File: config.mk
export PLATFORM = sky130hd
export DESIGN_NAME = mc_proc
export DESIGN_NICKNAME = d
export VERILOG_FILES = /design/src/rtl/mc_proc.sv
export SDC_FILE = /design/constraint.sdc
export NUM_CORES = 1
export LEC_CHECK = 0
export BUFFER_PORTS_ARGS = -buffer_cell sky130_fd_sc_hd__buf_2
export CORE_UTILIZATION = 25
export CTS_CLUSTER_DIAMETER = 80
export DETAILED_ROUTE_END_ITERATION = 8
export PLACE_DENSITY = 0.51
export SYNTH_ARGS = -nofsm -noshare
export SYNTH_HDL_FRONTEND = slang
export SYNTH_SLANG_ARGS = --single-unit
File: constraint.sdc
create_clock -name clk -period 8.9 [get_ports clk]
set_input_delay 0.89 -clock clk [delete_from_list [all_inputs] [get_ports clk]]
set_output_delay 0.89 -clock clk [all_outputs]
set_load 0.03 [all_outputs]
File: src/rtl/mc_proc.sv
module mc_proc (
  input  logic        clk,
  input  logic        rst,
  output logic [15:0] mem_addr,
  output logic        mem_re,
  output logic        mem_we,
  output logic [15:0] mem_wdata,
  input  logic [15:0] mem_rdata,
  output logic        halted
);
  localparam int NREG = 16;

  typedef enum logic [3:0] {
    S_FETCH, S_DEC, S_LD, S_LDW, S_ST, S_STI, S_IMM, S_ADD, S_SUB, S_JZ, S_HALT
  } st_t;

  st_t st, st_nx;
  logic [15:0] pc, ir;
  logic [15:0] rf [NREG];

  logic [3:0] rn, rm;
  logic [7:0] fld;
  assign rn  = ir[11:8];
  assign rm  = ir[7:4];
  assign fld = ir[7:0];

  logic [1:0] msel, wsel;
  logic alu_sub, rf_we, pc_inc, pc_ld, ir_ld;
  logic [15:0] r1, r2, alu_b, alu_y, wd;
  logic alu_z;

  assign r1    = rf[rn];
  assign r2    = rf[rm];
  assign alu_b = (st == S_JZ) ? 16'd0 : r2;
  assign alu_y = alu_sub ? r1 - alu_b : r1 + alu_b;
  assign alu_z = (alu_y == 16'd0);

  always_comb begin
    msel = 2'd0; wsel = 2'd0; alu_sub = 1'b0;
    rf_we = 1'b0; pc_inc = 1'b0; pc_ld = 1'b0; ir_ld = 1'b0;
    mem_re = 1'b0; mem_we = 1'b0;
    st_nx = S_FETCH;
    case (st)
      S_FETCH: begin mem_re = 1'b1; pc_inc = 1'b1; st_nx = S_DEC; end
      S_DEC: begin
        ir_ld = 1'b1;
        case (mem_rdata[15:12])
          4'd0: st_nx = S_LD;
          4'd1: st_nx = S_ST;
          4'd2: st_nx = S_STI;
          4'd3: st_nx = S_IMM;
          4'd4: st_nx = S_ADD;
          4'd5: st_nx = S_SUB;
          4'd6: st_nx = S_JZ;
          default: st_nx = S_HALT;
        endcase
      end
      S_LD:  begin msel = 2'd1; mem_re = 1'b1; st_nx = S_LDW; end
      S_LDW: begin rf_we = 1'b1; wsel = 2'd1; end
      S_ST:  begin msel = 2'd1; mem_we = 1'b1; end
      S_STI: begin msel = 2'd2; mem_we = 1'b1; end
      S_IMM: begin rf_we = 1'b1; wsel = 2'd2; end
      S_ADD: rf_we = 1'b1;
      S_SUB: begin rf_we = 1'b1; alu_sub = 1'b1; end
      S_JZ:  pc_ld = alu_z;
      default: st_nx = S_HALT;
    endcase
  end

  always_comb begin
    case (msel)
      2'd1:    mem_addr = {8'd0, fld};
      2'd2:    mem_addr = r1;
      default: mem_addr = pc;
    endcase
    case (wsel)
      2'd1:    wd = mem_rdata;
      2'd2:    wd = {8'd0, fld};
      default: wd = alu_y;
    endcase
  end

  assign mem_wdata = (st == S_STI) ? r2 : r1;
  assign halted    = (st == S_HALT);

  always_ff @(posedge clk) begin
    if (rst) begin
      st <= S_FETCH;
      pc <= 16'd0;
      ir <= 16'd0;
    end else begin
      st <= st_nx;
      if (ir_ld) ir <= mem_rdata;
      if (pc_ld) pc <= pc + {{8{fld[7]}}, fld};
      else if (pc_inc) pc <= pc + 16'd1;
    end
  end

  always_ff @(posedge clk)
    if (!rst && rf_we) rf[rn] <= wd;


  no_dual_access_chk: assert property (@(posedge clk) disable iff (rst) !(mem_re && mem_we));

  pc_step_chk: assert property (@(posedge clk) disable iff (rst)
    (st == S_FETCH) |=> (pc == $past(pc) + 16'd1));

  dec_after_fetch_chk: assert property (@(posedge clk) disable iff (rst)
    (st == S_DEC) |-> ($past(st) == S_FETCH));

  jz_hold_chk: assert property (@(posedge clk) disable iff (rst)
    (st == S_JZ && r1 != 16'd0) |=> (pc == $past(pc)));

  halt_sticky_chk: assert property (@(posedge clk) disable iff (rst) halted |=> halted);

  halt_quiet_chk: assert property (@(posedge clk) disable iff (rst) halted |-> (!mem_re && !mem_we));
endmodule

### Word level (Yosys, flattened, before mapping)

Memory sizes are Yosys's and may differ from the RTL's. A register that Yosys moved wholly into a read port is not among the register bits.
Cells that the tools add are included.

* register bits after elaboration: 32
* memory bits (writable): 256
* input port bits: 18
* output and inout bits: 35
* logic and storage cells: 63
* memories kept: 1

Memory list
* rf: words 16, bits a word 16, read ports 2, clocked after Yosys merged registers in 2, write ports 1, RTL line 19 `logic [15:0] rf [NREG];`

* add/subtract/negate cells: 4
* eq/ne operators: 20
* multiplexer cells: 24
* reduce and logical (&&, ||, !) cells: 11

Operators by type and width (number)
* two-way mux 16 bit: 5
* one-hot mux 16 bit (2 select lines): 2
* adder 16 bit: 2
* equality test 4 x 3 -> 1 bit (second input constant): 7
* one-hot mux 4 bit (7 select lines): 1
* adder 16 x 1 -> 16 bit (second input constant): 1
* equality test 4 x 2 -> 1 bit (second input constant): 4
* logical NOT 16 bit: 1
* two-way mux 4 bit: 4
* one-hot mux 4 bit (4 select lines): 1
* subtractor 16 bit: 1
* equality test 4 bit (second input constant): 3
* two-way mux 1 bit: 9
* equality test 4 x 1 -> 1 bit (second input constant): 2
* logical NOT 4 bit: 2
* one-hot mux 2 bit (2 select lines): 2
* OR reduction 7 bit: 1
* OR reduction 2 bit: 3
* equality test 2 x 1 -> 1 bit (second input constant): 2
* equality test 2 bit (second input constant): 2
* OR reduction 4 bit: 1
* nonzero test 2 bit: 1
* logical AND 1 bit: 1
* logical NOT 1 bit: 1

### Logic depth before layout (Yosys ltp)

Gate-level depths: netlist of the first run.

* depth after elaboration: 7
* mapped depth: 36

### Worst setup path before layout of the first run

OpenSTA, ideal clock, no wires.

* path kind: flip-flop to flip-flop
* start point: register with a tool-made name
* end point: register pc[14]
* setup time: 132 ps
* arrival: 7276 ps
* data required time: 8768 ps
* setup slack: 1492 ps
* stages on the path, launching flop included: 31
* cells stage by stage: dfxtp_1 -> clkbuf_1 -> buf_1 -> mux4_2 -> mux4_2 -> inv_1 -> ha_1 -> inv_1 -> fa_1 -> xor2_1 -> or4b_1 -> or4_1 -> nor4b_1 -> nand4_1 -> nor4bb_1 -> buf_6 -> nand2b_1 -> ha_1 -> inv_1 -> fa_1 -> nor2b_1 -> o21ai_0 -> a21boi_0 -> o21ai_0 -> nand2b_1 -> a21o_1 -> a41o_1 -> o41ai_1 -> mux2i_1 -> a21o_1 -> a21oi_1

RTL lines
* end signal: assignment: RTL line 94 `if (pc_ld) pc <= pc + {{8{fld[7]}}, fld};`
* end signal: assignment: RTL line 95 `else if (pc_inc) pc <= pc + 16'd1;`
* end: declaration: RTL line 18 `logic [15:0] pc, ir;`

==> results of run 1 <==
==> metrics by stage <==
stage	hold WS, ps	utilization, %	instance area, um2	setup slack, ps	std cells
floorplan	449.4	-	15720	1492	1080
global placement	488.9	27.64	17120	697.8	1941
detailed placement	493.2	27.64	17120	647.2	1941
CTS	499.5	29.33	18170	614.7	1998
global route	527.8	29.37	18190	93.93	1999
finish	500.4	29.37	18190	893.0	1999
==> power by group <==
part           switching [W]  internal, W
Sequential         0.0000536      0.00217
Clock               0.000569     0.000780
Combinational        0.00137     0.000644
Total                0.00199      0.00359
==> logic make-up (layout without fill, tap and decap cells) <==
| kind of cell | count (synthesis) | in the layout | synth area share (%) |
|---|---|---|---|
| flip-flops | 296 | 296 | 54.00 |
| AND/OR/NAND/NOR | 258 | 258 | 7.529 |
| AO/OA/AOI/OAI | 196 | 196 | 8.190 |
| multiplexers | 168 | 168 | 22.41 |
| buffers and inverters | 89 | 171 | 2.714 |
| adder cells (fa/ha/maj) | 38 | 38 | 3.120 |
| XOR/XNOR | 35 | 35 | 2.038 |
==> cell type report <==
class	count	area [um2]
flip-flops and latches	296	8498
clock inverters	14	142.6
multi-input cells	695	6938
clock buffers	43	905.9
repair buffers	93	580.6
well taps	837	1047
inverters	21	78.83
fillers	6204	43750
==> Yosys cell counts, types with 3 or more instances <==
master | number | share of area, %
a22oi_1 | 15 | 0.72
mux2i_1 | 19 | 1.2
inv_1 | 21 | 0.50
clkbuf_1 | 38 | 0.91
nor3_1 | 14 | 0.45
nor2_1 | 85 | 2.0
a21boi_0 | 3 | 0.14
buf_1 | 14 | 0.33
buf_2 | 8 | 0.25
nand3_1 | 11 | 0.35
or3_1 | 4 | 0.16
edfxtp_1 | 256 | 49
nor2b_1 | 14 | 0.56
xor2_1 | 11 | 0.61
nor4_1 | 3 | 0.12
o21bai_1 | 5 | 0.24
buf_6 | 4 | 0.29
a31oi_1 | 6 | 0.24
nand2b_1 | 13 | 0.52
dfxtp_1 | 40 | 5.1
nand2_1 | 89 | 2.1
o21ai_0 | 50 | 1.6
xnor2_1 | 23 | 1.3
o31ai_1 | 3 | 0.14
mux4_1 | 9 | 1.5
or4_1 | 3 | 0.14
and2_1 | 9 | 0.36
a21oi_1 | 45 | 1.4
a21o_1 | 11 | 0.53
o21a_1 | 4 | 0.19
and3_1 | 3 | 0.12
mux2_2 | 4 | 0.29
a221oi_1 | 18 | 1.0
a22o_1 | 18 | 1.0
mux4_2 | 135 | 19
buf_12 | 3 | 0.38
ha_1 | 36 | 2.9
a211oi_1 | 7 | 0.33
==> critical path: cells and delay by family, from the launching register on <==
family                   cells  cell delay [ps]
AND/OR/NAND/NOR             12             2590
flip-flops                   1              490
XOR/XNOR                     1              160
adder cells (fa/ha/maj)      3              910
buffers and inverters        2              400
AO/OA/AOI/OAI               11             2290
multiplexers                 3             1040
==> path summary, 6_finish.rpt <==
path / endpoint / slack [ps] / depth (start not counted)
hold reg to reg: pc[14] / 500 / 2
setup / recovery: pc[15] / 890 / 32
setup reg to reg: pc[15] / 890 / 32
hold / removal: pc[14] / 500 / 2
==> sequential cells by signal (all words and copies together) (netlist names), named ones only <==
signal	flops
rf	256
pc	16
ir	12
st	4
==> per-layer routing <==
layer  vias up  wire length, um  track usage [%]
met2       349            22600            24.73
met5         -                0                0
met1      5235            19880            18.91
met4         0              910            3.636
li1       4442                -                -
met3        53             2733            2.564
==> reports/metrics.cfg, run 1 <==
[run_status]
status = finished clean

[timing]
setup_violations = 0
finalSetupTns_ps = 0
fmax_mhz = 124.9
hold_viol_final = 0
relSlewSlack_pct = 14.20
skew_ps = 23.60
grt_setup_unrepaired = false
fin_crit_sh_pct = 89.97
min_period_ps = 8007
final_max_slew_viol_count = 0
worst_pin_slew_ps = 1287

[synth]
syn_nets = 1136
yosysUniqueCellTypes = 59
ys_seq_area_share_pct = 54.00
avgSynthCellArea_um2 = 14.56
synth_edf_count = 256
ys_warn_count = 0
synthCells = 1080
async_reset_ff_share_pct = 0
synth-seq-cells = 296
synth_flop_cell = edfxtp_1
synth_area_um2 = 15720

[route]
drt-total-wl_um = 46130
drc = 0
vias = 10080
viasPerCell = 5.042
wl_per_cell_um = 23.07
drtIter0Drc = 915
dr.pass1.iters = 7
ant_nets = 0

[floorplanning]
core_area_um2 = 61940
initial_core_util_pct = 25.38
num_rows = 91
dieArea_um2 = 63890
die_h_um = 252.8
ios = 53
die_x_um = 252.8

[power_and_ir_drop]
power_leakage_nw = 6.028
power_density_nw_per_um2 = 306.9
power_w = 0.005583
vdd_drop_max_uv = 133.5

[worst_setup_path]
cp.arrival_ps = 8430
slowest_stage = or4_1
worstSetupEndpointType = register
path_max_fanout = 13
crit_type = register to register
max_stage_delay_ps = 550
start_kind = register
crit_required_ps = 9320

[grt]
antenna_found_initial = 1
globalRouteOverflowTotal = 0
track_usage_pct = 14.49
grt_pass1_wl_um = 67790
grt_pass1_vias = 10210
grt_max_degree = 40

[cts]
holdBufCountCts = 0
htreeDepth = 2
cts_root_buf = clkbuf_16
clkSinkCount = 296
cts_buffers = 34
cts.clk_slew.worst_paths_ps = 60
cts_tree = done
clk_latency_ps = 540
cts_max_path_buffers = 3
post_cts_resized = 0
postCtsSetupBuffers = 0

[hold_path]
holdCritPathClass = register to register
hp-start = pc[14]

[cells_and_area]
nets = 1197
area_growth_pct = 15.72
layout-drive-gt1-share_pct = 26.08
layout_commonest_cell = edfxtp_1
layout_common_cells = edfxtp_1, mux4_2, nand2_1
diodes = 0

[placement]
gp_congestion = 0.8683
port_buffers = 52
dp_hpwl_um = 30420

[flow_run]
drv_cap = 0

No activity file was read; power rests on OpenSTA's default activity.
==> run 2: changes to the inputs <==
--- a/config.mk
+++ b/config.mk
@@ -9,7 +9,7 @@
 export CORE_UTILIZATION = 25
 export CTS_CLUSTER_DIAMETER = 80
 export DETAILED_ROUTE_END_ITERATION = 8
-export PLACE_DENSITY = 0.51
+export PLACE_DENSITY = 0.52
 export SYNTH_ARGS = -nofsm -noshare
 export SYNTH_HDL_FRONTEND = slang
 export SYNTH_SLANG_ARGS = --single-unit
==> constraint.sdc (replaced) <==
create_clock -name clk -period 7 [get_ports clk]
set_input_delay 1.4 -clock clk [delete_from_list [all_inputs] [get_ports clk]]
set_output_delay 1.4 -clock clk [all_outputs]
set_load 0.03 [all_outputs]
==> run 2 against run 1 <==
  * The flow now finishes with violations (setup timing)
  * Sequential share of layout area is 3.0 points lower
  * Combinational power rose by 57%
  * Core utilization is 2.0 points higher
  * Sequential cell count did not move
  * Critical endpoint is now pc[14]
==> reports/metrics.cfg, run 2 (synthesized netlist as in run 1, its figures left out) <==
[route]
viasPerCell = 5.013  ; -0.57%
vias = 10580  ; +5.0%
wl_per_cell_um = 22.75  ; -1.4%
drtIter0Drc = 859  ; -6.1%
dr.pass1.iters = 5  ; -2
ant_nets = 0  ; unchanged
drt-total-wl_um = 47990  ; +4.0%
drc = 0  ; unchanged

[cts]
htreeDepth = 2  ; unchanged
cts_tree = done
cts.clk_slew.worst_paths_ps = 60  ; about the same
clkSinkCount = 296  ; unchanged
cts_root_buf = clkbuf_16
clk_latency_ps = 540  ; about the same
cts_buffers = 34  ; unchanged
cts_max_path_buffers = 3  ; unchanged

[worst_setup_path]
cp.depth = 37  ; +16%
crit_family = compound AO/OA/AOI/OAI gates
crit_type = register to register
r2r_setup_slack_ps = -20  ; -910 ps
reg2regPathDepth = 37  ; +16%
regToRegEndpoint = pc[14]
start_kind = register
cp.arrival_ps = 7420  ; -1010 ps
worstSetupEndpointType = register
max_stage_delay_ps = 490  ; -60 ps
crit_required_ps = 7400  ; -1920 ps
path_max_fanout = 8  ; -5
timing.critical_path.buf_inv = 6  ; +4
slowest_stage = mux4_2

[floorplanning]
initial_core_util_pct = 25.38  ; unchanged
die_x_um = 252.8  ; unchanged
die_h_um = 252.8  ; unchanged
ios = 53  ; unchanged
dieArea_um2 = 63890  ; unchanged
core_area_um2 = 61940  ; unchanged
num_rows = 91  ; unchanged

[cells_and_area]
multiInputGateArea_um2 = 7161  ; +3.2%
top_regs = rf: 256 flops, pc: 16 flops, ir: 12 flops
layout_commonest_cell = edfxtp_1
diodes = 0  ; unchanged
stdcell_area_um2 = 19430  ; +6.8%
regMostFlops = rf
fillers = 6154  ; -0.81%
layout_common_cells = edfxtp_1, buf_4, mux4_2
seq_area_um2 = 8498  ; unchanged
largest_reg_flops = 256  ; unchanged
fin_util_pct = 31.37  ; +2.0 points
layout-drive-gt1-share_pct = 35.82  ; +9.7 points
area_growth_pct = 23.60
nets = 1308  ; +9.3%

[timing]
min_period_ps = 7020  ; -987.3 ps
fmax_mhz = 142.5  ; +14%
hold_viol_final = 0  ; unchanged
finalWorstSetupSlack_ps = -19.73  ; -912.7 ps
setup_violations = 1  ; +1
relSlewSlack_pct = 13.53  ; -0.66 points
skew_ps = 17.46  ; -6.140 ps
grt_setup_unrepaired = true
finalSetupTns_ps = -19.73  ; -19.73 ps
final_max_slew_viol_count = 0  ; unchanged
fin_crit_sh_pct = 100.3  ; +10 points
worst_hold_slack_ps = 509.0  ; +8.597 ps
worst_pin_slew_ps = 1292  ; +5.161 ps

[power_and_ir_drop]
vdd_drop_max_uv = 255.2  ; +91%
power_density_nw_per_um2 = 402.1  ; +31%
power_leakage_nw = 6.662  ; +11%

[grt]
track_usage_pct = 15.02  ; +0.53 points
grt_max_degree = 43  ; +7.5%
grt_pass1_vias = 10400  ; +1.8%
antenna_found_initial = 0  ; -1
grt_pass1_wl_um = 70320  ; +3.7%
globalRouteOverflowTotal = 0  ; unchanged

[flow_run]
drv_cap = 0  ; unchanged

[hold_path]
holdPathStages = 2  ; unchanged
min_to = ir[3]
hp-start = ir[3]
holdCritPathClass = register to register

[placement]
port_buffers = 52  ; unchanged
dp_hpwl_um = 31700  ; +4.2%
gp_congestion = 0.8661  ; -0.25%
placed_cell_area_um2 = 17930  ; +4.7%

[run_status]
status = complete, but fails checks
violations = setup timing

==> run 2: cell types whose count changed in the layout (fill, tap and decap cells not counted), sizes merged <==
| cell | delta |
|---|---|
| buf | +111 |
| clkinv | -5 |
| clkbuf | -3 |
| clkinvlp | +2 |
| inv | +2 |
| bufinv | +4 |
==> run 2: worst max-delay path by stage <==
stage / end / from / slack, ps
finish: pc[14] / register / -20
detailed placement: pc[14] / register / -360
global route: pc[14] / register / -430
global placement: pc[14] / register / -270
floorplan: pc[14] / register / 40
CTS: pc[14] / register / 20
==> run 2: timing repair <==
action,4_1_cts,5_1_grt
resized for setup,25,38
hold buffers,0,0
pin swaps,12,27
buffers inserted,5,9
endpoints found under the setup margin,5,7
==> run 2: metal layers <==
layer  vias up  routed length, um  global-route usage (%)
met2       363              22770                   24.43
met1      5494              21120                   20.39
met5         -                  0                       0
li1       4659                  -                       -
met4         0               1329                   4.589
met3        62               2774                   2.492
==> run 2: layout make-up <==
| type | count | share of cell area (%) |
|---|---|---|
| Timing Repair Buffer | 204 | 7.721 |
| Inverter | 21 | 0.4057 |
| Sequential cell | 296 | 43.74 |
| Multi-Input combinational cell | 695 | 36.85 |
| Tap cell | 837 | 5.390 |
| Clock inverter | 17 | 1.288 |
| Clock buffer | 40 | 4.604 |
==> run 2: tightest hold or removal path, stage by stage, from the launching register on <==
cell	delay (ps)
dfxtp_1	340
nand2_1	70
a21oi_1	60
==> run 2: where the power goes <==
group / switching [W] / internal [W]
clock: 0.000725 / 0.00114
sequential: 0.0000441 / 0.00276
combinational: 0.00194 / 0.00121
total: 0.00271 / 0.00510
==> run 2: through the flow <==
step / instances / worst slack [ps] / power, W
final: 2110 / -19.73 / 0.007814
after detailed placement: 2039 / -363.2 / 0.005756
after CTS: 2101 / 15.93 / 0.007688
after floorplan: 1080 / 35.79 / 0.004460
after global placement: 2039 / -268.2 / 0.005698
after global routing: 2110 / -425.3 / 0.008152
